`src/rtl/dcnt_pkg.sv`:
```
package dcnt_pkg;
  localparam int DIG_W = 4;
  typedef logic [DIG_W-1:0] digit_t;
  localparam digit_t DIG_ZERO = digit_t'(0);
  localparam digit_t DIG_NINE = digit_t'(9);

  typedef enum logic [1:0] {
    ACT_HOLD  = 2'd0,
    ACT_COUNT = 2'd1,
    ACT_CLEAR = 2'd2,
    ACT_NINE  = 2'd3
  } action_e;
endpackage

```
`src/rtl/dcnt_ctrl.sv`:
```
module dcnt_ctrl
  import dcnt_pkg::*;
(
  input  logic    en,
  input  logic    clr_a,
  input  logic    clr_b,
  input  logic    nine_a,
  input  logic    nine_b,
  output action_e act
);
  logic clr_full;
  logic nine_full;

  assign clr_full  = clr_a & clr_b;
  assign nine_full = nine_a & nine_b;

  // Load-nine outranks clear, both outrank counting.
  always_comb begin
    if (nine_full)     act = ACT_NINE;
    else if (clr_full) act = ACT_CLEAR;
    else if (en)       act = ACT_COUNT;
    else               act = ACT_HOLD;
  end
endmodule

```
`src/rtl/dcnt_digit.sv`:
```
module dcnt_digit
  import dcnt_pkg::*;
(
  input  digit_t cur,
  input  logic   inc,
  output digit_t nxt,
  output logic   carry
);
  logic at_top;

  assign at_top = (cur >= DIG_NINE);

  always_comb begin
    if (!inc)       nxt = cur;
    else if (at_top) nxt = DIG_ZERO;
    else            nxt = cur + digit_t'(1);
  end

  assign carry = inc & at_top;
endmodule

```
`src/rtl/dcnt_wrap.sv`:
```
module dcnt_wrap
  import dcnt_pkg::*;
#(
  parameter int MODULUS = 20
) (
  input  digit_t units,
  input  digit_t tens,
  output logic   last
);
  localparam int     LAST_VAL = MODULUS - 1;
  localparam digit_t LAST_U   = digit_t'(LAST_VAL % 10);
  localparam digit_t LAST_T   = digit_t'(LAST_VAL / 10);

  assign last = (units == LAST_U) && (tens == LAST_T);
endmodule

```
`src/rtl/decade_counter.sv`:
```
module decade_counter
  import dcnt_pkg::*;
#(
  parameter int MODULUS = 20
) (
  input  logic       clk,
  input  logic       rst_n,
  input  logic       en,
  input  logic       clr_a,
  input  logic       clr_b,
  input  logic       nine_a,
  input  logic       nine_b,
  output logic [3:0] units,
  output logic [3:0] tens,
  output logic       tc
);
  localparam int NDIG = (MODULUS > 10) ? 2 : 1;

  action_e act;
  logic    last;
  logic    step;
  digit_t  dig_q   [NDIG];
  digit_t  dig_nxt [NDIG];
  digit_t  dig_d   [NDIG];
  logic [NDIG:0] cy;
  logic    tc_d;

  dcnt_ctrl u_ctrl (
    .en     (en),
    .clr_a  (clr_a),
    .clr_b  (clr_b),
    .nine_a (nine_a),
    .nine_b (nine_b),
    .act    (act)
  );

  dcnt_wrap #(.MODULUS(MODULUS)) u_wrap (
    .units (units),
    .tens  (tens),
    .last  (last)
  );

  // Digits advance only when the modulus decode does not claim the edge.
  assign step  = (act == ACT_COUNT) && !last;
  assign cy[0] = step;

  for (genvar g = 0; g < NDIG; g++) begin : g_dig
    dcnt_digit u_digit (
      .cur   (dig_q[g]),
      .inc   (cy[g]),
      .nxt   (dig_nxt[g]),
      .carry (cy[g+1])
    );
  end

  assign units = dig_q[0];
  if (NDIG == 2) begin : g_two
    assign tens = dig_q[1];
  end else begin : g_one
    assign tens = DIG_ZERO;
  end

  // Next-state selection.
  always_comb begin
    tc_d = 1'b0;
    for (int i = 0; i < NDIG; i++) begin
      unique case (act)
        ACT_NINE:  dig_d[i] = (i == 0) ? DIG_NINE : DIG_ZERO;
        ACT_CLEAR: dig_d[i] = DIG_ZERO;
        ACT_COUNT: begin
          if (last || cy[NDIG]) dig_d[i] = DIG_ZERO;
          else                  dig_d[i] = dig_nxt[i];
        end
        default:   dig_d[i] = dig_q[i];
      endcase
    end
    if (act == ACT_COUNT && last) tc_d = 1'b1;
  end

  // State registers.
  always_ff @(posedge clk or negedge rst_n) begin
    if (!rst_n) begin
      for (int i = 0; i < NDIG; i++) dig_q[i] <= DIG_ZERO;
      tc <= 1'b0;
    end else begin
      for (int i = 0; i < NDIG; i++) dig_q[i] <= dig_d[i];
      tc <= tc_d;
    end
  end
endmodule

```
`config.mk`:
```
export PLATFORM = sky130hd
export DESIGN_NAME = decade_counter
export DESIGN_NICKNAME = d
export VERILOG_FILES = /design/src/rtl/dcnt_pkg.sv /design/src/rtl/dcnt_ctrl.sv /design/src/rtl/dcnt_digit.sv /design/src/rtl/dcnt_wrap.sv /design/src/rtl/decade_counter.sv
export SDC_FILE = /design/constraint.sdc
export NUM_CORES = 1
export LEC_CHECK = 0
export ABC_AREA = 1
export CAP_MARGIN = 40
export CORE_ASPECT_RATIO = 1.4
export CORE_MARGIN = 2
export CORE_UTILIZATION = 25
export CTS_BUF_LIST = sky130_fd_sc_hd__clkbuf_4 sky130_fd_sc_hd__clkbuf_8
export DETAILED_ROUTE_END_ITERATION = 8
export PLACE_DENSITY = 0.43
export SETUP_SLACK_MARGIN = 0.4
export SLEW_MARGIN = 20
export SYNTH_ARGS = -nofsm -noshare
export SYNTH_HDL_FRONTEND = slang
export SYNTH_SLANG_ARGS = --single-unit
```
`constraint.sdc`:
```
create_clock -name clk -period 3.6 [get_ports clk]
set_input_delay 0.72 -clock clk [delete_from_list [all_inputs] [get_ports clk]]
set_output_delay 0.72 -clock clk [all_outputs]
set_load 0.02 [all_outputs]
```
After elaboration in Yosys (flattened, before gate mapping) --
Index checks and enable logic that the tools add are counted.
Storage, ports and cells: flip-flop bits (word level) 9, latch bits 0, memory bits (writable) 0, bits in read-only memories 0, input port bits 7, output and inout bits 9, word-level logic and storage cells 40, memories kept 0
Operators by class: add/subtract/negate cells 2, multiply operators 0, div/mod/pow operators 0, magnitude comparators 2, eq/ne operators 7, shift operators 0, muxes and demuxes 12, bitwise operators 4, reduce and logical (&&, ||, !) cells 10
Operators by type and width (count):
- 4-bit 2-to-1 mux | 6
- 4-bit one-hot mux with 3 select lines | 1
- 4-bit by 1-bit adder with 4-bit output (second input constant) | 2
- 4-bit greater-or-equal comparator (second input constant) | 2
- 4-bit one-hot mux with 2 select lines | 1
- 3-bit by 1-bit inequality test with 1-bit output (second input constant) | 2
- 1-bit bitwise AND | 4
- 2-bit equality test (second input constant) | 2
- 4-bit by 1-bit equality test with 1-bit output (second input constant) | 1
- 4-bit equality test (second input constant) | 1
- 2-bit 2-to-1 mux | 2
- 2-bit AND reduction | 2
- 1-bit logical AND | 3
- 3-bit nonzero test | 1
- 2-bit by 1-bit equality test with 1-bit output (second input constant) | 1
- 1-bit 2-to-1 mux | 2
- 2-bit nonzero test | 1
- 2-bit OR reduction | 1
- 1-bit logical NOT | 1
- 1-bit logical OR | 1

Logic depth before layout (Yosys ltp) --
depth in word-level cells 10, mapped depth 10, gate-level depth less buffers 10

Cells and area by module --
Synthesis repeated with hierarchy kept, for this count alone.
Second synthesis, totals: cells, all modules 133, area, all modules 840.8 sq um
Modules (own cells, without submodules):
- decade_counter | instances 1, cells an instance 54, area an instance 456.7 sq um, seq. area each 225.2 sq um
- dcnt_digit | instances 2, cells an instance 32, area an instance 163.9 sq um, seq. area each 0.0 sq um
- dcnt_wrap | instances 1, cells an instance 10, area an instance 37.5 sq um, seq. area each 0.0 sq um
- dcnt_ctrl | instances 1, cells an instance 5, area an instance 18.8 sq um, seq. area each 0.0 sq um

Least setup slack after synthesis --
No wires, ideal clock.
path type input port to flip-flop, from input port nine_b, to register dig_q, in the netlist tens[3], arrival 1.646 ns, data required time 3.479 ns, setup slack 1.833 ns, cell stages on the path 9, cells stage by stage inv_1 -> o21ai_0 -> inv_1 -> ha_1 -> buf_4 -> nand3_4 -> nand2_4 -> nand2_1 -> o21ai_1
Between the ends: cells in the longest elaborated chain, start to end 9, elaborated cells between the ends (all ways) 15
Ends and longest elaborated chain:
- start, declared | line decade_counter.sv:12 | input logic nine_b,
- 1-bit bitwise AND (*) | line dcnt_ctrl.sv:15 | assign nine_full = nine_a & nine_b;
- 2-bit 2-to-1 mux (*) | line dcnt_ctrl.sv:19 | if (nine_full) act = ACT_NINE;
- 2-bit by 1-bit equality test with 1-bit output | line decade_counter.sv:44, decade_counter.sv:67
- 1-bit logical AND | line decade_counter.sv:44 | assign step = (act == ACT_COUNT) && !last;
- 1-bit bitwise AND (2 in a row) | line dcnt_digit.sv:19 | assign carry = inc & at_top;
- 1-bit logical OR | line decade_counter.sv:71 | if (last || cy[NDIG]) dig_d[i] = DIG_ZERO;
- 4-bit 2-to-1 mux or 3-bit by 1-bit inequality test with 1-bit output (tied branches)
- 4-bit one-hot mux with 2 select lines or 2-bit AND reduction (tied branches)
- end, declared | line decade_counter.sv:22 | digit_t dig_q [NDIG];
Mark *: on every way between the ends. The rest lies on a longest branch, timed or not. A chain may end at the register's enable or synchronous reset.

Final worst setup path --
from register dig_q, in the netlist tens[2], to output port tens[2]
RTL lines:
- end, declared | line decade_counter.sv:14 | output logic [3:0] tens,
No word-level cell between the ends.

==> impl_metrics.xml <==
<?xml version="1.0" encoding="UTF-8"?>
<metrics>
  <group name="synth">
    <metric name="synth.cell_area" unit="um2">713.2</metric>
    <metric name="synth.net_count" unit="">109</metric>
    <metric name="synthesis.yosys.warnings" unit="">0</metric>
    <metric name="ys_types" unit="">22</metric>
    <metric name="ys_seq_area_share" unit="%">31.58</metric>
    <metric name="synth_area_per_cell" unit="um2">7.752</metric>
    <metric name="syn_inst" unit="">92</metric>
    <metric name="synth_seq_cells" unit="">9</metric>
  </group>
  <group name="global_routing">
    <metric name="grt_max_degree" unit="">10</metric>
    <metric name="grt.total_usage" unit="%">10.08</metric>
    <metric name="first_global_vias" unit="">555</metric>
    <metric name="globalRoute.totalOverflow" unit="">0</metric>
    <metric name="antenna_violations_before_repair" unit="">0</metric>
    <metric name="first_pass_grt_wire_length" unit="um">2449</metric>
  </group>
  <group name="floorplan">
    <metric name="boundaryPins" unit="">16</metric>
    <metric name="chipWidth" unit="um">49.14</metric>
    <metric name="core_region_area" unit="um2">2670</metric>
    <metric name="die_height" unit="um">67.20</metric>
    <metric name="initial_core_util" unit="%">26.71</metric>
    <metric name="placementRows" unit="">22</metric>
    <metric name="fp.dieArea" unit="um2">3302</metric>
  </group>
  <group name="worst_setup_path">
    <metric name="timing.setup.critical_path_class" unit="">reg2out</metric>
    <metric name="crit_arrival" unit="ns">1.38</metric>
    <metric name="critPathMaxStageDelay" unit="ns">0.64</metric>
    <metric name="cp.required" unit="ns">2.88</metric>
    <metric name="critical_path.cell_chain" unit="">clkdlybuf4s50_1</metric>
    <metric name="cp_slowest_cell" unit="">sky130_fd_sc_hd__clkdlybuf4s50_1</metric>
    <metric name="critPathLaunchType" unit="">flip-flop</metric>
    <metric name="timing.critical_path.fanout_max" unit="">6</metric>
    <metric name="critical-path-top-delay-family" unit="">buffers and inverters</metric>
    <metric name="crit_path_end_kind" unit="">output port</metric>
    <metric name="cp.buffers_inverters" unit="">1</metric>
  </group>
  <group name="cells_and_area">
    <metric name="final_cell_mix" unit="">20 x sky130_fd_sc_hd__nand2_1, 18 x sky130_fd_sc_hd__inv_1, 15 x sky130_fd_sc_hd__clkdlybuf4s50_1, 10 x sky130_fd_sc_hd__ha_1, 9 x sky130_fd_sc_hd__dfrtp_1</metric>
    <metric name="final_common_cell" unit="">sky130_fd_sc_hd__nand2_1</metric>
    <metric name="antenna_diode_count" unit="">0</metric>
    <metric name="area_growth_syn_to_layout" unit="%">30.18</metric>
    <metric name="fillCellCount" unit="">295</metric>
    <metric name="final_nets" unit="">128</metric>
    <metric name="drive_gt1_share" unit="%">11.82</metric>
  </group>
  <group name="cts">
    <metric name="tritoncts" unit="">yes</metric>
    <metric name="cts_sink_cnt" unit="">9</metric>
    <metric name="cts_resized" unit="">0</metric>
    <metric name="clkSlewWorstSetupHoldPaths" unit="ns">0.07</metric>
    <metric name="cts-root-buf" unit="">sky130_fd_sc_hd__clkbuf_4</metric>
    <metric name="cts.repair_timing.setup_buffer_count" unit="">0</metric>
    <metric name="h-tree-depth" unit="">1</metric>
    <metric name="cts.hold.buffers_added" unit="">0</metric>
    <metric name="cts_buffer_depth" unit="">2</metric>
    <metric name="clock_insertion_delay_at_the_later_pin_of_the_skew_report" unit="ns">0.27</metric>
    <metric name="cts_made_buffers" unit="">3</metric>
  </group>
  <group name="sta">
    <metric name="worstMarginPinSlew" unit="ns">0.4384</metric>
    <metric name="min_period" unit="ns">2.095</metric>
    <metric name="rsz0062_at_grt" unit="">no</metric>
    <metric name="timing.final.hold_violations" unit="">0</metric>
    <metric name="final_max_slew_viol_count" unit="">0</metric>
    <metric name="final_cycle_utilization_of_the_critical_path" unit="%">58.20</metric>
    <metric name="setup_viol" unit="">0</metric>
    <metric name="finClkSkew" unit="ns">0.002776</metric>
    <metric name="worst_max_slew_margin_expressed_relative_to_the_limit" unit="%">70.68</metric>
    <metric name="timing.setup.tns" unit="ns">0</metric>
    <metric name="achievable_frequency" unit="MHz">477.3</metric>
  </group>
  <group name="placement">
    <metric name="detailed_place_hpwl" unit="um">1207</metric>
    <metric name="numPortBuffers" unit="">15</metric>
    <metric name="gp_congestion" unit="">0.7455</metric>
  </group>
  <group name="route">
    <metric name="detail_route.iter0.violations" unit="">8</metric>
    <metric name="met3WireLength" unit="um">36</metric>
    <metric name="wl_met2" unit="um">762</metric>
    <metric name="drt-wirelength-per-cell" unit="um">9.966</metric>
    <metric name="route.layer.met1.wl" unit="um">603</metric>
    <metric name="detailed_route_drc_error_count" unit="">0</metric>
    <metric name="detail_route.vias_per_cell" unit="">4.123</metric>
    <metric name="drtPass1Iterations" unit="">4</metric>
    <metric name="highest-signal-layer" unit="">met4</metric>
    <metric name="routed-via-count" unit="">602</metric>
    <metric name="wirelength" unit="um">1455</metric>
    <metric name="antenna_violating_nets_post_route" unit="">0</metric>
  </group>
  <group name="hold_path">
    <metric name="worst_hold_path_type" unit="">reg2reg</metric>
  </group>
  <group name="pwr">
    <metric name="power.density_cell_area" unit="nW/um2">367.2</metric>
    <metric name="p_total" unit="mW">0.3409</metric>
    <metric name="total_leakage_power" unit="nW">0.4701</metric>
    <metric name="peakVddDrop" unit="V">0.0001200</metric>
  </group>
  <group name="run_status">
    <metric name="outcome" unit="">finished, final reports clean</metric>
  </group>
  <group name="run">
    <metric name="maxCapViolCount" unit="">0</metric>
  </group>
</metrics>
==> layout make-up <==
type | instances | area (um2) | share of cell area, %
inverter | 21 | 81.33 | 8.760
clock buffer | 3 | 22.52 | 2.426
clock inverter | 1 | 5.005 | 0.5391
tap | 36 | 45.04 | 4.852
multi-input combinational | 61 | 399.1 | 42.99
timing repair buffer | 15 | 150.1 | 16.17
sequential | 9 | 225.2 | 24.26
==> Yosys cell counts <==
master	number	area, um2
sky130_fd_sc_hd__inv_2	1	3.750
sky130_fd_sc_hd__xor2_1	2	17.52
sky130_fd_sc_hd__nand3_1	6	30.03
sky130_fd_sc_hd__inv_1	18	67.56
sky130_fd_sc_hd__nand2_2	1	6.260
sky130_fd_sc_hd__o21ai_1	1	5.000
sky130_fd_sc_hd__ha_1	10	125.1
sky130_fd_sc_hd__nand3_4	2	35.03
sky130_fd_sc_hd__nor2_2	3	18.77
sky130_fd_sc_hd__inv_4	1	6.260
sky130_fd_sc_hd__dfrtp_1	9	225.2
sky130_fd_sc_hd__o21bai_1	1	7.510
sky130_fd_sc_hd__buf_4	1	7.510
sky130_fd_sc_hd__a22oi_1	1	7.510
sky130_fd_sc_hd__nand2_1	20	75.07
sky130_fd_sc_hd__nor2_1	7	26.28
sky130_fd_sc_hd__o21ai_0	1	5.000
sky130_fd_sc_hd__clkinv_1	1	3.750
sky130_fd_sc_hd__o22ai_1	2	12.51
sky130_fd_sc_hd__nand4_1	1	6.260
sky130_fd_sc_hd__a21oi_1	2	10.01
sky130_fd_sc_hd__nand2_4	1	11.26
==> routing by layer <==
layer,vias to the layer above,GRT usage (%)
met3,5,0.6637
met2,13,17.91
met5,-,0
li1,318,-
met4,0,8.571
met1,266,10.96
==> report_power, final <==
part           switching [mW]  total, mW  internal [mW]
Clock                  0.0415     0.0827         0.0412
Sequential             0.0146      0.126          0.111
Combinational          0.0763      0.132         0.0559
==> metrics by stage <==
stage                     worst slack [ns]  utilization [%]  instances  instance area [um2]  hold WS (ns)
after floorplan                      1.833                -         92                713.2        0.4244
after global placement               1.213            33.74        142                900.9        0.5757
after detailed placement             1.183            33.74        142                900.9        0.5750
after CTS                            1.470            34.77        146                928.4        0.5906
after global routing                 1.343            34.77        146                928.4        0.6246
final                                1.505            34.77        146                928.4        0.5851
==> cell families after synthesis <==
logic type	count (synthesis)	synth area share [%]
AOI/OAI and AO/OA	8	6.666
xor gates and xnor gates	2	2.457
adders and majority gates	10	17.54
buffers and inverters	22	12.46
DFF	9	31.58
and+or+nand+nor	41	29.30
==> tightest hold or removal path, delay by kind of cell, from the launching register on <==
family | cells | cell delay [ns]
flip-flops | 1 | 0.43
AND/OR/NAND/NOR | 2 | 0.13
==> sequential cells by signal, summed over array words and instances, names as in the netlist <==
name / cells
tc: 1
tens: 4
units: 4
==> worst paths after layout <==
kind / start / end / slack [ns] / cells after the start
worst max-delay path: tens[2] / tens[2] / 1.50 / 1
worst min-delay path: tens[1] / tens[1] / 0.59 / 2
worst max register to register: tens[1] / tens[3] / 2.15 / 9
worst min register to register: tens[1] / tens[1] / 0.59 / 2
max in group asynchronous: rst_n / tens[1] / 2.54 / 1
min in group asynchronous: rst_n / units[0] / 0.75 / 1
Note: power is estimated with default switching activity, not from simulation.
